File: src/rtl/ptw_pkg.sv
package ptw_pkg;
    localparam int AW        = 32;
    localparam int ENT_P     = 0;
    localparam int ENT_W     = 1;
    localparam int ENT_U     = 2;
    localparam int ENT_A     = 5;
    localparam int ENT_D     = 6;
    localparam int ENT_PS    = 7;
    localparam int OFF_SMALL = 12;
    localparam int OFF_LARGE = 22;
    localparam int IDX_W     = 10;
    localparam int ECODE_W   = 3;

    typedef enum logic [2:0] {
        ST_IDLE,
        ST_DIR_RD,
        ST_DIR_WB,
        ST_TBL_RD,
        ST_TBL_WB,
        ST_RESP
    } walk_state_e;
endpackage

File: src/rtl/ptw_addr_gen.sv
module ptw_addr_gen
    import ptw_pkg::*;
#(
    parameter int A20_BIT = 20
) (
    input  logic [AW-1:0] base,
    input  logic [AW-1:0] lin,
    input  logic [AW-1:0] pde,
    input  logic [AW-1:0] ent,
    input  logic          a20_on,
    output logic [AW-1:0] dir_addr,
    output logic [AW-1:0] tbl_addr,
    output logic [AW-1:0] phys_small,
    output logic [AW-1:0] phys_large
);
    localparam logic [AW-1:0] SMALL_OFF = (AW'(1) << OFF_SMALL) - AW'(1);
    localparam logic [AW-1:0] LARGE_OFF = (AW'(1) << OFF_LARGE) - AW'(1);
    localparam logic [AW-1:0] GATE_CLR  = ~(AW'(1) << A20_BIT);

    logic [AW-1:0] gate;
    logic [AW-1:0] dir_idx;
    logic [AW-1:0] tbl_idx;

    always_comb begin
        gate       = a20_on ? '1 : GATE_CLR;
        dir_idx    = AW'(lin[AW-1 -: IDX_W]) << 2;
        tbl_idx    = AW'(lin[OFF_LARGE-1 -: IDX_W]) << 2;
        dir_addr   = ((base & ~SMALL_OFF) | dir_idx) & gate;
        tbl_addr   = ((pde & ~SMALL_OFF) | tbl_idx) & gate;
        phys_small = ((ent & ~SMALL_OFF) | (lin & SMALL_OFF)) & gate;
        phys_large = ((ent & ~LARGE_OFF) | (lin & LARGE_OFF)) & gate;
    end
endmodule

File: src/rtl/ptw_perm_chk.sv
module ptw_perm_chk (
    input  logic eff_u,
    input  logic eff_w,
    input  logic is_user,
    input  logic is_write,
    input  logic wp_en,
    output logic viol
);
    always_comb begin
        if (is_user)
            viol = !eff_u || (is_write && !eff_w);
        else
            viol = is_write && wp_en && !eff_w;
    end
endmodule

File: src/rtl/ptw_entry_upd.sv
module ptw_entry_upd
    import ptw_pkg::*;
(
    input  logic [AW-1:0] ent,
    input  logic          set_dirty,
    output logic [AW-1:0] ent_new,
    output logic          changed
);
    always_comb begin
        ent_new        = ent;
        ent_new[ENT_A] = 1'b1;
        if (set_dirty)
            ent_new[ENT_D] = 1'b1;
        changed = (ent_new != ent);
    end
endmodule

File: src/rtl/pt_walker.sv
module pt_walker
    import ptw_pkg::*;
#(
    parameter int A20_BIT = 20
) (
    input  logic               clk,
    input  logic               rst_n,
    input  logic               req_valid,
    output logic               req_ready,
    input  logic [AW-1:0]      req_lin,
    input  logic               req_write,
    input  logic               req_user,
    input  logic               cfg_paging_en,
    input  logic               cfg_large_en,
    input  logic               cfg_wp,
    input  logic               cfg_a20_on,
    input  logic [AW-1:0]      cfg_base,
    output logic               mem_req,
    output logic               mem_we,
    output logic [AW-1:0]      mem_addr,
    output logic [AW-1:0]      mem_wdata,
    input  logic               mem_ack,
    input  logic [AW-1:0]      mem_rdata,
    output logic               rsp_valid,
    input  logic               rsp_ready,
    output logic               rsp_fault,
    output logic [ECODE_W-1:0] rsp_ecode,
    output logic [AW-1:0]      rsp_phys,
    output logic               rsp_large,
    output logic               rsp_user_ok,
    output logic               rsp_write_ok
);
    walk_state_e state, nstate;

    logic [AW-1:0] q_lin, q_base, q_pde, q_pte, res_phys;
    logic          q_wr, q_usr, q_wp, q_large_en, q_a20, q_large;
    logic          res_fault, res_prot, res_large, res_uok, res_wok;

    logic [AW-1:0] dir_addr, tbl_addr, phys_small, phys_large, upd_ent;
    logic          upd_changed, viol, eff_u, eff_w, large_now, set_dirty, present;

    // Decode of the entry arriving on the memory port
    always_comb begin
        present   = mem_rdata[ENT_P];
        large_now = mem_rdata[ENT_PS] & q_large_en;
        if (state == ST_TBL_RD) begin
            eff_u = q_pde[ENT_U] & mem_rdata[ENT_U];
            eff_w = q_pde[ENT_W] & mem_rdata[ENT_W];
        end else begin
            eff_u = mem_rdata[ENT_U];
            eff_w = mem_rdata[ENT_W];
        end
        set_dirty = q_wr & ((state == ST_TBL_RD) | large_now);
    end

    ptw_addr_gen #(.A20_BIT(A20_BIT)) u_addr (
        .base       (q_base),
        .lin        (q_lin),
        .pde        (q_pde),
        .ent        (mem_rdata),
        .a20_on     (q_a20),
        .dir_addr   (dir_addr),
        .tbl_addr   (tbl_addr),
        .phys_small (phys_small),
        .phys_large (phys_large)
    );

    ptw_perm_chk u_perm (
        .eff_u    (eff_u),
        .eff_w    (eff_w),
        .is_user  (q_usr),
        .is_write (q_wr),
        .wp_en    (q_wp),
        .viol     (viol)
    );

    ptw_entry_upd u_upd (
        .ent       (mem_rdata),
        .set_dirty (set_dirty),
        .ent_new   (upd_ent),
        .changed   (upd_changed)
    );

    // State register
    always_ff @(posedge clk or negedge rst_n) begin
        if (!rst_n) state <= ST_IDLE;
        else        state <= nstate;
    end

    // Next-state logic
    always_comb begin
        nstate = state;
        unique case (state)
            ST_IDLE:
                if (req_valid) nstate = cfg_paging_en ? ST_DIR_RD : ST_RESP;
            ST_DIR_RD:
                if (mem_ack) begin
                    if (!present)
                        nstate = ST_RESP;
                    else if (large_now)
                        nstate = viol ? ST_RESP : (upd_changed ? ST_DIR_WB : ST_RESP);
                    else
                        nstate = upd_changed ? ST_DIR_WB : ST_TBL_RD;
                end
            ST_DIR_WB:
                if (mem_ack) nstate = q_large ? ST_RESP : ST_TBL_RD;
            ST_TBL_RD:
                if (mem_ack) begin
                    if (!present || viol) nstate = ST_RESP;
                    else                  nstate = upd_changed ? ST_TBL_WB : ST_RESP;
                end
            ST_TBL_WB:
                if (mem_ack) nstate = ST_RESP;
            ST_RESP:
                if (rsp_ready) nstate = ST_IDLE;
            default:
                nstate = ST_IDLE;
        endcase
    end

    // Walk context and result registers
    always_ff @(posedge clk or negedge rst_n) begin
        if (!rst_n) begin
            q_lin <= '0; q_base <= '0; q_pde <= '0; q_pte <= '0;
            q_wr <= 1'b0; q_usr <= 1'b0; q_wp <= 1'b0;
            q_large_en <= 1'b0; q_a20 <= 1'b0; q_large <= 1'b0;
            res_phys <= '0; res_fault <= 1'b0; res_prot <= 1'b0;
            res_large <= 1'b0; res_uok <= 1'b0; res_wok <= 1'b0;
        end else begin
            if (state == ST_IDLE && req_valid) begin
                q_lin      <= req_lin;
                q_wr       <= req_write;
                q_usr      <= req_user;
                q_wp       <= cfg_wp;
                q_large_en <= cfg_large_en;
                q_a20      <= cfg_a20_on;
                q_base     <= cfg_base;
                q_large    <= 1'b0;
                res_fault  <= 1'b0;
                res_prot   <= 1'b0;
                res_large  <= 1'b0;
                res_phys   <= cfg_paging_en ? '0 : req_lin;
                res_uok    <= !cfg_paging_en;
                res_wok    <= !cfg_paging_en;
            end
            if (state == ST_DIR_RD && mem_ack) begin
                q_pde   <= upd_ent;
                q_large <= large_now;
                if (!present) begin
                    res_fault <= 1'b1;
                end else if (large_now) begin
                    if (viol) begin
                        res_fault <= 1'b1;
                        res_prot  <= 1'b1;
                    end else begin
                        res_phys  <= phys_large;
                        res_large <= 1'b1;
                        res_uok   <= eff_u;
                        res_wok   <= eff_w;
                    end
                end
            end
            if (state == ST_TBL_RD && mem_ack) begin
                q_pte <= upd_ent;
                if (!present) begin
                    res_fault <= 1'b1;
                end else if (viol) begin
                    res_fault <= 1'b1;
                    res_prot  <= 1'b1;
                end else begin
                    res_phys <= phys_small;
                    res_uok  <= eff_u;
                    res_wok  <= eff_w;
                end
            end
        end
    end

    // Outputs
    always_comb begin
        req_ready    = (state == ST_IDLE);
        mem_req      = (state == ST_DIR_RD) || (state == ST_DIR_WB) ||
                       (state == ST_TBL_RD) || (state == ST_TBL_WB);
        mem_we       = (state == ST_DIR_WB) || (state == ST_TBL_WB);
        mem_addr     = ((state == ST_TBL_RD) || (state == ST_TBL_WB)) ? tbl_addr : dir_addr;
        mem_wdata    = (state == ST_DIR_WB) ? q_pde : q_pte;
        rsp_valid    = (state == ST_RESP);
        rsp_fault    = res_fault;
        rsp_ecode    = res_fault ? {q_usr, q_wr, res_prot} : '0;
        rsp_phys     = res_phys;
        rsp_large    = res_large;
        rsp_user_ok  = res_uok;
        rsp_write_ok = res_wok;
    end
endmodule

File: config.mk
export PLATFORM = sky130hd
export DESIGN_NAME = pt_walker
export DESIGN_NICKNAME = d
export VERILOG_FILES = /design/src/rtl/ptw_pkg.sv /design/src/rtl/ptw_addr_gen.sv /design/src/rtl/ptw_perm_chk.sv /design/src/rtl/ptw_entry_upd.sv /design/src/rtl/pt_walker.sv
export SDC_FILE = /design/constraint.sdc
export NUM_CORES = 1
export LEC_CHECK = 0
export ABC_AREA = 0
export BUFFER_PORTS_ARGS = -buffer_cell sky130_fd_sc_hd__buf_2
export CAP_MARGIN = 25
export CORE_ASPECT_RATIO = 1.75
export CORE_UTILIZATION = 56
export DETAILED_ROUTE_END_ITERATION = 16
export PLACE_DENSITY = 0.87
export SETUP_SLACK_MARGIN = 0.3
export SLEW_MARGIN = 40
export SYNTH_ARGS = -nofsm -noshare
export SYNTH_HDL_FRONTEND = slang
export SYNTH_SLANG_ARGS = --single-unit
File: constraint.sdc
create_clock -name clk -period 4.65 [get_ports clk]
set_clock_uncertainty 0.05 [all_clocks]
set_input_delay 0.465 -clock clk [delete_from_list [all_inputs] [get_ports clk]]
set_output_delay 0.465 -clock clk [all_outputs]
set_load 0.02 [all_outputs]
Yosys cells after proc, flatten, opt, wreduce, memory -nomap -nowiden
Index checks and enable logic that the tools add are counted.
{ "totals": {"regBits": 174, "out_inout_bits": 107, "input_bits": 107} }
{ "classes": {"muxes": 72, "n_eq_ne": 12, "n_reduce_logical": 20, "n_bitwise": 13} }
{ "op_table": {"columns": ["operator", "count"], "rows": [
  ["2-to-1 mux 32 bit", 11],
  ["bitwise AND 32 bit", 4],
  ["bitwise OR 32 x 12 -> 32 bit", 3],
  ["2-to-1 mux 1 bit", 46],
  ["2-to-1 mux 3 bit", 13],
  ["bitwise OR 32 x 22 -> 32 bit", 1],
  ["2-to-1 mux 21 bit", 1],
  ["one-hot mux 3 bit (6 select lines)", 1],
  ["inequality test 2 bit (second input constant)", 5],
  ["logical OR 1 bit", 7],
  ["equality test 3 x 2 -> 1 bit (second input constant)", 2],
  ["equality test 3 bit (second input constant)", 2],
  ["logical AND 1 bit", 6],
  ["AND reduction 6 bit", 1],
  ["bitwise AND 1 bit", 4],
  ["zero test 1 bit", 4],
  ["equality test 3 x 1 -> 1 bit (second input constant)", 1],
  ["zero test 3 bit", 1],
  ["inequality test 2 x 1 -> 1 bit (second input constant)", 1],
  ["inequality test 2 bit", 1],
  ["nonzero test 2 bit", 1],
  ["bitwise OR 1 bit", 1]
]} }

Logic depth before layout (Yosys ltp)
Gate-level depths: netlist of the first run.
{ "logic_depth": {"ltp_word": 13, "mapped_depth": 7, "depth_no_buf": 5} }

By module
Synthesis of the first run repeated with hierarchy kept, for this count alone.
{ "unflattened": {"hier_cells": 889, "area_unflattened_um2": 9555.4} }
{ "by_module_without_submodules": {"columns": ["mod", "cells_each", "area_each_um2", "n_inst", "seq_area_each_um2"], "rows": [
  ["pt_walker", 721, 8316.7, 1, 4354.2],
  ["ptw_addr_gen", 129, 959.7, 1, 0.0],
  ["ptw_entry_upd", 35, 251.5, 1, 0.0],
  ["ptw_perm_chk", 4, 27.5, 1, 0.0]
]} }

Worst setup path after synthesis of the first run
OpenSTA, ideal clock, no wires.
{ "synth_timing": {"path_kind": "flip-flop to output port", "startpoint": "reg state[0]", "endpoint": "out mem_wdata[10]", "t_arrival_ns": 1.639, "slack_ns": 2.496, "path_stages_with_launch": 5, "path_cell_list": "dfrtp_1 -> clkbuf_1 -> nor2_1 -> clkbuf_1 -> mux2_2"} }
{ "synth_via": {"elab_chain_len": 2} }
{ "synth_lines": {"columns": ["item", "line", "text"], "rows": [
  ["from (decl)", "pt_walker.sv:33", "walk_state_e state, nstate;"],
  ["from (signal assigned)", "pt_walker.sv:87", "else state <= nstate;"],
  ["equality test 3 x 2 -> 1 bit", "pt_walker.sv:186", "mem_wdata = (state == ST_DIR_WB) ? q_pde : q_pte;"],
  ["2-to-1 mux 32 bit", "pt_walker.sv:186", null],
  ["to (decl)", "pt_walker.sv:21", "output logic [AW-1:0] mem_wdata,"]
]} }
No other way between the ends.

Worst setup path after layout of the first run
{ "layout_timing": {"startpoint": "reg state[2]", "endpoint": "out mem_addr[7]"} }
{ "layout_via": {"elab_chain_len": 3, "word_cells_on_any_way": 4} }
{ "layout_lines": {"columns": ["item", "line", "text"], "rows": [
  ["equality test 3 x 2 -> 1 bit or equality test 3 bit (tied branches)", "pt_walker.sv:185", "mem_addr = ((state == ST_TBL_RD) || (state == ST_TBL_WB)) ? tbl_addr : dir_addr;"],
  ["logical OR 1 bit (*)", "pt_walker.sv:185", null],
  ["2-to-1 mux 32 bit (*)", "pt_walker.sv:185", null],
  ["to (decl)", "pt_walker.sv:20", "output logic [AW-1:0] mem_addr,"]
]} }
Every way passes the cells marked *; elsewhere a longest branch is shown, timed or not.

==> results of run 1 <==
logic make-up after synthesis:
family,Yosys count,synth area share
multiplexers,176,0.262
flip-flops,162,0.536
AO/OA/AOI/OAI,116,0.0904
AND/OR/NAND/NOR,108,0.0800
buffers and inverters,51,0.0307
XOR/XNOR,1,0.00116
other,1,0.000495
per-stage QoR:
| stage | cell area [um2] | hold slack, ns | setup WS, ns | power (uW) |
|---|---|---|---|---|
| 2_1_floorplan | 7570 | 0.119 | 2.50 | 4710 |
| 3_3_place_gp | 8670 | 0.397 | 1.69 | 5560 |
| 3_5_place_dp | 8760 | 0.404 | 1.72 | 5780 |
| 4_1_cts | 9330 | 0.0573 | 1.23 | 7150 |
| 5_1_grt | 9340 | 0.0796 | 1.11 | 7500 |
| 6_report | 9340 | 0.0258 | 1.22 | 7130 |
worst paths after layout:
kind / start / endpoint / slack, ns / cells after the start
min: rst_n / rsp_phys[3] / 0.03 / 1
min reg2reg: q_pte[5] / q_pte[5] / 0.41 / 1
max reg2reg: state[0] / rsp_phys[13] / 1.98 / 5
min in group clk: cfg_base[21] / q_base[21] / 0.23 / 2
max in group asynchronous: rst_n / q_lin[25] / 3.44 / 2
max: state[2] / mem_addr[7] / 1.22 / 5
final cells by class:
class	count	area, um2	share of cell area
flip-flops and latches	162	4050	0.434
repair buffers	212	1160	0.124
well taps	171	214	0.0229
multi-input cells	403	3330	0.356
clock inverters	13	126	0.0135
diodes	1	2.50	0.000268
clock buffers	19	443	0.0474
inverters	5	18.8	0.00201
metal layers:
metal / track usage / vias up / part of all wire
met3: 0.0560 / 61 / 0.052
met4: 0.162 / 0 / 0.041
li1: - / 2574 / -
met2: 0.533 / 255 / 0.55
met5: 0 / - / 0
met1: 0.315 / 2846 / 0.36
cells in the mapped netlist (all sizes together):
| cell | n |
|---|---|
| a2bb2oi | 1 |
| buf | 24 |
| or4 | 1 |
| conb | 1 |
| or2 | 1 |
| mux2 | 175 |
| nand3 | 4 |
| and3b | 1 |
| a21boi | 3 |
| nand3b | 1 |
| a311o | 1 |
| or4bb | 2 |
| nor3b | 31 |
| o21ai | 41 |
| a22oi | 9 |
| clkbuf | 22 |
| a21oi | 42 |
| and4bb | 1 |
| a21bo | 1 |
| o22ai | 1 |
| o32ai | 2 |
| nand2 | 40 |
| a21o | 11 |
| inv | 5 |
| a221o | 1 |
| and3 | 1 |
| mux2i | 1 |
| o311ai | 1 |
| dfrtp | 162 |
| nor2 | 9 |
| or4b | 1 |
| and2 | 4 |
| xnor2 | 1 |
| nor3 | 5 |
| nor2b | 4 |
| a31o | 2 |
| nand2b | 2 |
power by group through the flow:
| stage | registers, uW | logic, uW | clock network [uW] |
|---|---|---|---|
| after detailed placement | 2590 | 3190 | 0 |
| after global routing | 2670 | 3420 | 1410 |
| final | 2590 | 3200 | 1340 |
| after global placement | 2510 | 3050 | 0 |
| after CTS | 2570 | 3210 | 1360 |
| after floorplan | 2580 | 2120 | 0 |
sequential cells by signal (all words and copies together), names as in the netlist, 3 cells and up:
name	count
q_pde	32
state	3
q_base	20
rsp_phys	32
q_lin	32
q_pte	32
==> results.toml, run 1 <==
[status]
status = "complete, no violations"

[floorplanning]
chipWidth_um = 89.9
die_h_um = 156
coreArea_um2 = 13100
num_rows = 55
initial_core_util = 0.579
io_pins = 214
dieArea_um2 = 14000

[clock_network]
cts.repair.resized = 0
cts_buffers = 17
clk_path_buf_depth = 2
cts_tree = "built"
cts_setup_buffers = 0
htreeDepth = 4
cts.sinks = 162
ctsRootBufferMaster = "clkbuf_16"
clk_pin_slew_ns = 0.07
holdBufCountCts = 0
insertion_delay_ns = 0.41

[pwr]
switchingPower_uw = 2790
p_per_area_nw_per_um2 = 763
swShare = 0.392
leakagePower_uw = 0.00442
ir_worst_vdd_mv = 0.394
p_seq_frac = 0.363
combPwrFrac = 0.449
internal_power_uw = 4330
clkPwrFrac = 0.188

[final_layout]
nFillCells = 903
layout.cells.most_common = "buf_2"
layoutNonFillerInstCount = 986
area_growth_pct = 23.4
drive_gt1_frac = 0.528
final_cell_mix = "198 x buf_2, 175 x mux2_2, 162 x dfrtp_1, 41 x a21oi_1, 39 x nand2_1"
fin_util = 0.715
nets = 908

[critical_path]
crit_buf_inv = 2
crit_path_end_kind = "primary output"
path_class = "flop to primary output"
cp_top_family = "flip-flops"
cp_max_fo = 18
cp.arrival_ns = 2.92
crit_path_top_delay_cell = "dfrtp_1"
worstPathRequired_ns = 4.14
max_stage_delay_ns = 0.72
path_cells = "nand3b_1, a21boi_4, buf_4, mux2_2, buf_2"
cp-start-kind = "flop"

[grt]
grt_pass1_vias = 6302
grt_first_pass_wirelength_mm = 31.6
grt.total_usage = 0.291
grt_antenna_before_repair = 1
grt_max_degree = 79
grt_overflow = 0

[sta]
finalSetupViolCount = 0
slew_violations = 0
tightest_slew_ns = 0.816
hold_viol = 0
fin_crit_ns = 3.43
clock.fmax_ghz = 0.291
max-slew-margin-rel = 0.456
finalSetupTns_ns = 0
timing.final.crit_share = 0.738
grt_setup_unrepaired = "no"

[drt]
first_iter_violations = 318
drc_errors = 0
wl_mm = 19.6
drt_pass1_iterations = 7
drtAntennaViolNets = 0
vias = 5736
avgViaCountPerCell = 5.82
routedWlPerCell_um = 19.9

[placed_design]
place_inst = 952
gp_congestion = 0.841
dp_hpwl_mm = 13.7
port_buffers = 199

[yosys]
synth.area.top_cells = "dfrtp_1 54%, mux2_2 26%, nor3b_1 3.1%"
syn-mean-instance-area_um2 = 12.3
synth-seq-cells = 162
synth_top_area_cell = "dfrtp_1"
yosysWarnings = 0
ys_seq_area_frac = 0.536
synth_top_area_share = 0.536
netlist_area_um2 = 7570
synth_cells = 615
ys_types = 43

[job]
cap_violations = 0

[worst_hold_path]
hp-class = "input pin to asynchronous set/reset pin"
Note: power is estimated with default switching activity, not from simulation.
==> run 2, diff against run 1 <==
--- a/config.mk
+++ b/config.mk
@@ -9,9 +9,9 @@
 export BUFFER_PORTS_ARGS = -buffer_cell sky130_fd_sc_hd__buf_2
 export CAP_MARGIN = 25
 export CORE_ASPECT_RATIO = 1.75
-export CORE_UTILIZATION = 56
+export CORE_UTILIZATION = 52
 export DETAILED_ROUTE_END_ITERATION = 16
-export PLACE_DENSITY = 0.87
+export PLACE_DENSITY = 0.82
 export SETUP_SLACK_MARGIN = 0.3
 export SLEW_MARGIN = 40
 export SYNTH_ARGS = -nofsm -noshare
==> constraint.sdc (replaced) <==
create_clock -name clk -period 3.31 [get_ports clk]
set_clock_uncertainty 0.05 [all_clocks]
set_input_delay 0.331 -clock clk [delete_from_list [all_inputs] [get_ports clk]]
set_output_delay 0.331 -clock clk [all_outputs]
set_load 0.02 [all_outputs]
==> results.toml, run 2 (synthesized netlist as in run 1, its figures left out) <==
[pwr]
ir_worst_vdd_mv = 0.506
switchingPower_uw = 3810
p_per_area_nw_per_um2 = 1060
internal_power_uw = 6050
combPwrFrac = 0.447
leakagePower_uw = 0.00439
clkPwrFrac = 0.190
p_seq_frac = 0.363
swShare = 0.386

[drt]
vias = 5630
avgViaCountPerCell = 5.65
routedWlPerCell_um = 18.7
drt_pass1_iterations = 4
first_iter_violations = 226
wl_mm = 18.6
drc_errors = 0
drtAntennaViolNets = 0

[floorplanning]
io_pins = 214
initial_core_util = 0.529
chipWidth_um = 93.2
die_h_um = 162
dieArea_um2 = 15100
num_rows = 58
coreArea_um2 = 14300

[sta]
tightest_slew_ns = 0.764
max-slew-margin-rel = 0.491
finalSetupTns_ns = 0
slew_violations = 0
fin_crit_ns = 2.89
grt_setup_unrepaired = "no"
finalSetupViolCount = 0
hold_viol = 0
clock.fmax_ghz = 0.345
timing.final.crit_share = 0.874

[clock_network]
clk_pin_slew_ns = 0.07
clk_path_buf_depth = 2
insertion_delay_ns = 0.41
cts.sinks = 162
htreeDepth = 4
cts_buffers = 17
ctsRootBufferMaster = "clkbuf_16"
cts_tree = "built"

[critical_path]
r2r_start = "state[0]"
cp_max_fo = 30
crit_start = "state[0]"
cp-start-kind = "flop"
crit_path_end_kind = "primary output"
path_cells = "nor2_1, a21boi_4, buf_4, mux2_2, buf_2"
max_stage_delay_ns = 0.69
path_class = "flop to primary output"
crit_path_top_delay_cell = "dfrtp_1"
cp.arrival_ns = 2.51
worstPathRequired_ns = 2.93

[placed_design]
dp_hpwl_mm = 13.0
placed_area_um2 = 8740
gp_congestion = 0.819
port_buffers = 199

[worst_hold_path]
min-delay-start = "cfg_base[17]"
hp-class = "input pin to flop"

[grt]
grt_antenna_before_repair = 1
grt_first_pass_wirelength_mm = 28.9
grt_max_degree = 106
grt_overflow = 0
grt_pass1_vias = 5630
grt.total_usage = 0.251

[final_layout]
finish.instance_area_um2 = 9330
drive_gt1_frac = 0.528
nets = 910
fin_util = 0.653
multiInputGateArea_um2 = 3320
regArea_um2 = 4060
nFillCells = 1102
layout.cells.most_common = "buf_2"
area_growth_pct = 23.3
final_cell_mix = "198 x buf_2, 175 x mux2_2, 161 x dfrtp_1, 41 x a21oi_1, 39 x nand2_1"

[status]
status = "complete, no violations"

[job]
cap_violations = 0
[run 2: repair_timing]
item / CTS / global route
hold buffers: 1 / 0
endpoints found under the setup margin: 17 / 28
buffers inserted: 2 / 0
endpoints found under the hold margin: 54 / 0
pin swaps: 1 / 0
resized for setup: 0 / 1
[run 2: area by class of cell]
cell class,instances,area share
sequential,162,0.435
multi-input combinational,403,0.355
timing repair buffer,214,0.124
clock buffer,19,0.0464
tap,180,0.0241
clock inverter,13,0.0135
inverter,5,0.00201
antenna,1,0.000268
[run 2: metal layers]
metal | GRT usage | wire [um] | part of all wire | up-vias
met3 | 0.0471 | 834 | 0.045 | 42
met4 | 0.129 | 708 | 0.038 | 0
met2 | 0.452 | 10100 | 0.54 | 178
li1 | - | - | - | 2578
met1 | 0.276 | 6940 | 0.37 | 2832
met5 | 0 | 0 | 0 | -
[run 2: through the flow]
step	instances	power, uW	hold slack [ns]	setup slack (ns)
after CTS	996	9930	0.0808	0.360
after floorplan	616	6610	-0.0146	1.29
after detailed placement	961	8040	0.284	0.730
after global routing	997	10400	0.0816	0.334
after global placement	961	7880	0.283	0.776
final	997	9860	0.0837	0.415
[run 2: worst max-delay path, delay by kind of cell, from the launching register on]
kind	cells	cell delay, ns
AOI/OAI and AO/OA	1	0.19
DFF	1	0.69
and+or+nand+nor	1	0.20
buffers and inverters	2	0.60
muxes	1	0.40
[run 2: power by group through the flow]
stage	combinational (uW)	sequential [uW]	clock [uW]
floorplan	2980	3630	0
global placement	4330	3550	0
detailed placement	4430	3600	0
CTS	4450	3570	1910
global route	4720	3700	1980
finish	4410	3580	1870
[run 2: final timing paths]
| path | endpoint | slack [ns] | cells past startpoint |
|---|---|---|---|
| max in group asynchronous | rsp_phys[24] | 1.90 | 3 |
| worst min register to register | q_pde[5] | 0.41 | 1 |
| worst max-delay path | mem_addr[6] | 0.42 | 5 |
| min in group asynchronous | q_pde[19] | 0.39 | 2 |
| worst max register to register | rsp_phys[17] | 0.72 | 5 |
| worst min-delay path | q_base[17] | 0.08 | 2 |
==> run 3, diff against run 2 <==
==> constraint.sdc (replaced) <==
create_clock -name clk -period 3 [get_ports clk]
set_clock_uncertainty 0.05 [all_clocks]
set_input_delay 0.3 -clock clk [delete_from_list [all_inputs] [get_ports clk]]
set_output_delay 0.3 -clock clk [all_outputs]
set_load 0.02 [all_outputs]
==> results.toml, run 3 (synthesized netlist as in run 1, its figures left out) <==
[grt]
grt.total_usage = 0.257
grt_overflow = 0
grt_pass1_vias = 5822
grt_first_pass_wirelength_mm = 29.6
grt_antenna_before_repair = 1
grt_max_degree = 77

[sta]
max-slew-margin-rel = 0.516
clock.fmax_ghz = 0.386
slew_violations = 0
fin_crit_ns = 2.59
finalSetupViolCount = 0
setup_ws_ns = 0.411
tightest_slew_ns = 0.725
finalSetupTns_ns = 0
hold_viol = 0
timing.final.crit_share = 0.863
grt_setup_unrepaired = "no"

[placed_design]
place_inst = 966
placed_area_um2 = 8780
port_buffers = 199
dp_hpwl_mm = 12.8
gp_congestion = 0.843
place_ws_ns = 0.504

[floorplanning]
die_h_um = 162
dieArea_um2 = 15100
num_rows = 58
coreArea_um2 = 14300
io_pins = 214
initial_core_util = 0.529
chipWidth_um = 93.2

[drt]
drc_errors = 0
drtAntennaViolNets = 0
drt_pass1_iterations = 4
wl_mm = 18.7
routedWlPerCell_um = 18.7
vias = 5624
first_iter_violations = 245
wl_met2_mm = 10.1
dr.max_layer_used = "met4"
m1WireLength_mm = 7.19
routed-wl-met3_um = 816
avgViaCountPerCell = 5.62

[critical_path]
ff2ff_setup_slack_ns = 0.60
cp_max_fo = 11
r2r_start = "state[0]"
worstPathRequired_ns = 2.65
crit_path_end_kind = "primary output"
reg2reg_depth = 5
cp.arrival_ns = 2.24
path_class = "flop to primary output"
cp-start-kind = "flop"
r2r_end = "rsp_phys[15]"

[clock_network]
cts.sinks = 162
ctsRootBufferMaster = "clkbuf_16"
cts_tree = "built"
clk_path_buf_depth = 2
cts_buffers = 17
cts_setup_buffers = 0
clk_pin_slew_ns = 0.06
insertion_delay_ns = 0.41
htreeDepth = 4

[final_layout]
area_growth_pct = 24.9
layout.cells.most_common = "buf_2"
regArea_um2 = 4060
finish.instance_area_um2 = 9450
layoutNonFillerInstCount = 1000
nets = 914
drive_gt1_frac = 0.534
nFillCells = 1092
multiInputGateArea_um2 = 3320
final_cell_mix = "198 x buf_2, 175 x mux2_2, 159 x dfrtp_1, 41 x a21oi_1, 39 x nand2_1"

[pwr]
power.total_uw = 11200
ir_worst_vdd_mv = 0.620
p_per_area_nw_per_um2 = 1180
leakagePower_uw = 0.00446

[worst_hold_path]
hp-class = "input pin to flop"
whs_path_depth = 2
whs_endpoint = "rsp_phys[17]"
min-delay-start = "mem_rdata[17]"

[job]
cap_violations = 0

[status]
status = "complete, no violations"
## run 3: per-layer routing
metal	track usage	vias up
met5	0	-
met4	0.138	0
met3	0.0494	45
met2	0.442	183
met1	0.298	2810
li1	-	2586
## run 3: critical path, cell delays in order, from the launching register on
cell and delay (ns):
dfrtp_2 0.49, buf_4 0.19, nand2b_1 0.22, nor2_4 0.14, buf_4 0.24, mux2_2 0.38
buf_2 0.16
## run 3: how the worst max path moves through the flow
stage	from	endpoint	slack, ns	cells after the start
after CTS	state[2]	mem_wdata[5]	0.32	6
after floorplan	state[0]	mem_wdata[10]	1.01	4
final	state[2]	mem_wdata[1]	0.41	6
after global routing	state[2]	mem_wdata[1]	0.31	6
after detailed placement	state[0]	rsp_phys[18]	0.50	5
after global placement	state[0]	rsp_phys[21]	0.53	5
## run 3: stage by stage
stage / util / hold WS [ns]
floorplan: - / -0.0456
global placement: 0.614 / 0.325
detailed placement: 0.614 / 0.333
CTS: 0.659 / 0.0451
global route: 0.661 / 0.0497
finish: 0.661 / 0.0616
## run 3: layout make-up
class | count | area share
Tap cell | 180 | 0.0238
Clock inverter | 12 | 0.0191
Multi-Input combinational cell | 403 | 0.351
Inverter | 5 | 0.00199
Clock buffer | 19 | 0.0469
Sequential cell | 162 | 0.429
Timing Repair Buffer | 218 | 0.128
Antenna cell | 1 | 0.000265
## run 3: repair_timing
action,4_1_cts,5_1_grt
endpoints found under the setup margin,51,59
cloned,0,0
hold buffers,1,0
resized for setup,3,3
endpoints found under the hold margin,73,0
## run 3: where the power goes
part | leakage [uW] | switching, uW | total, uW | internal, uW
clock network | 0.000300 | 877 | 2290 | 1420
registers | 0.00196 | 676 | 3950 | 3270
logic | 0.00220 | 2650 | 4940 | 2290
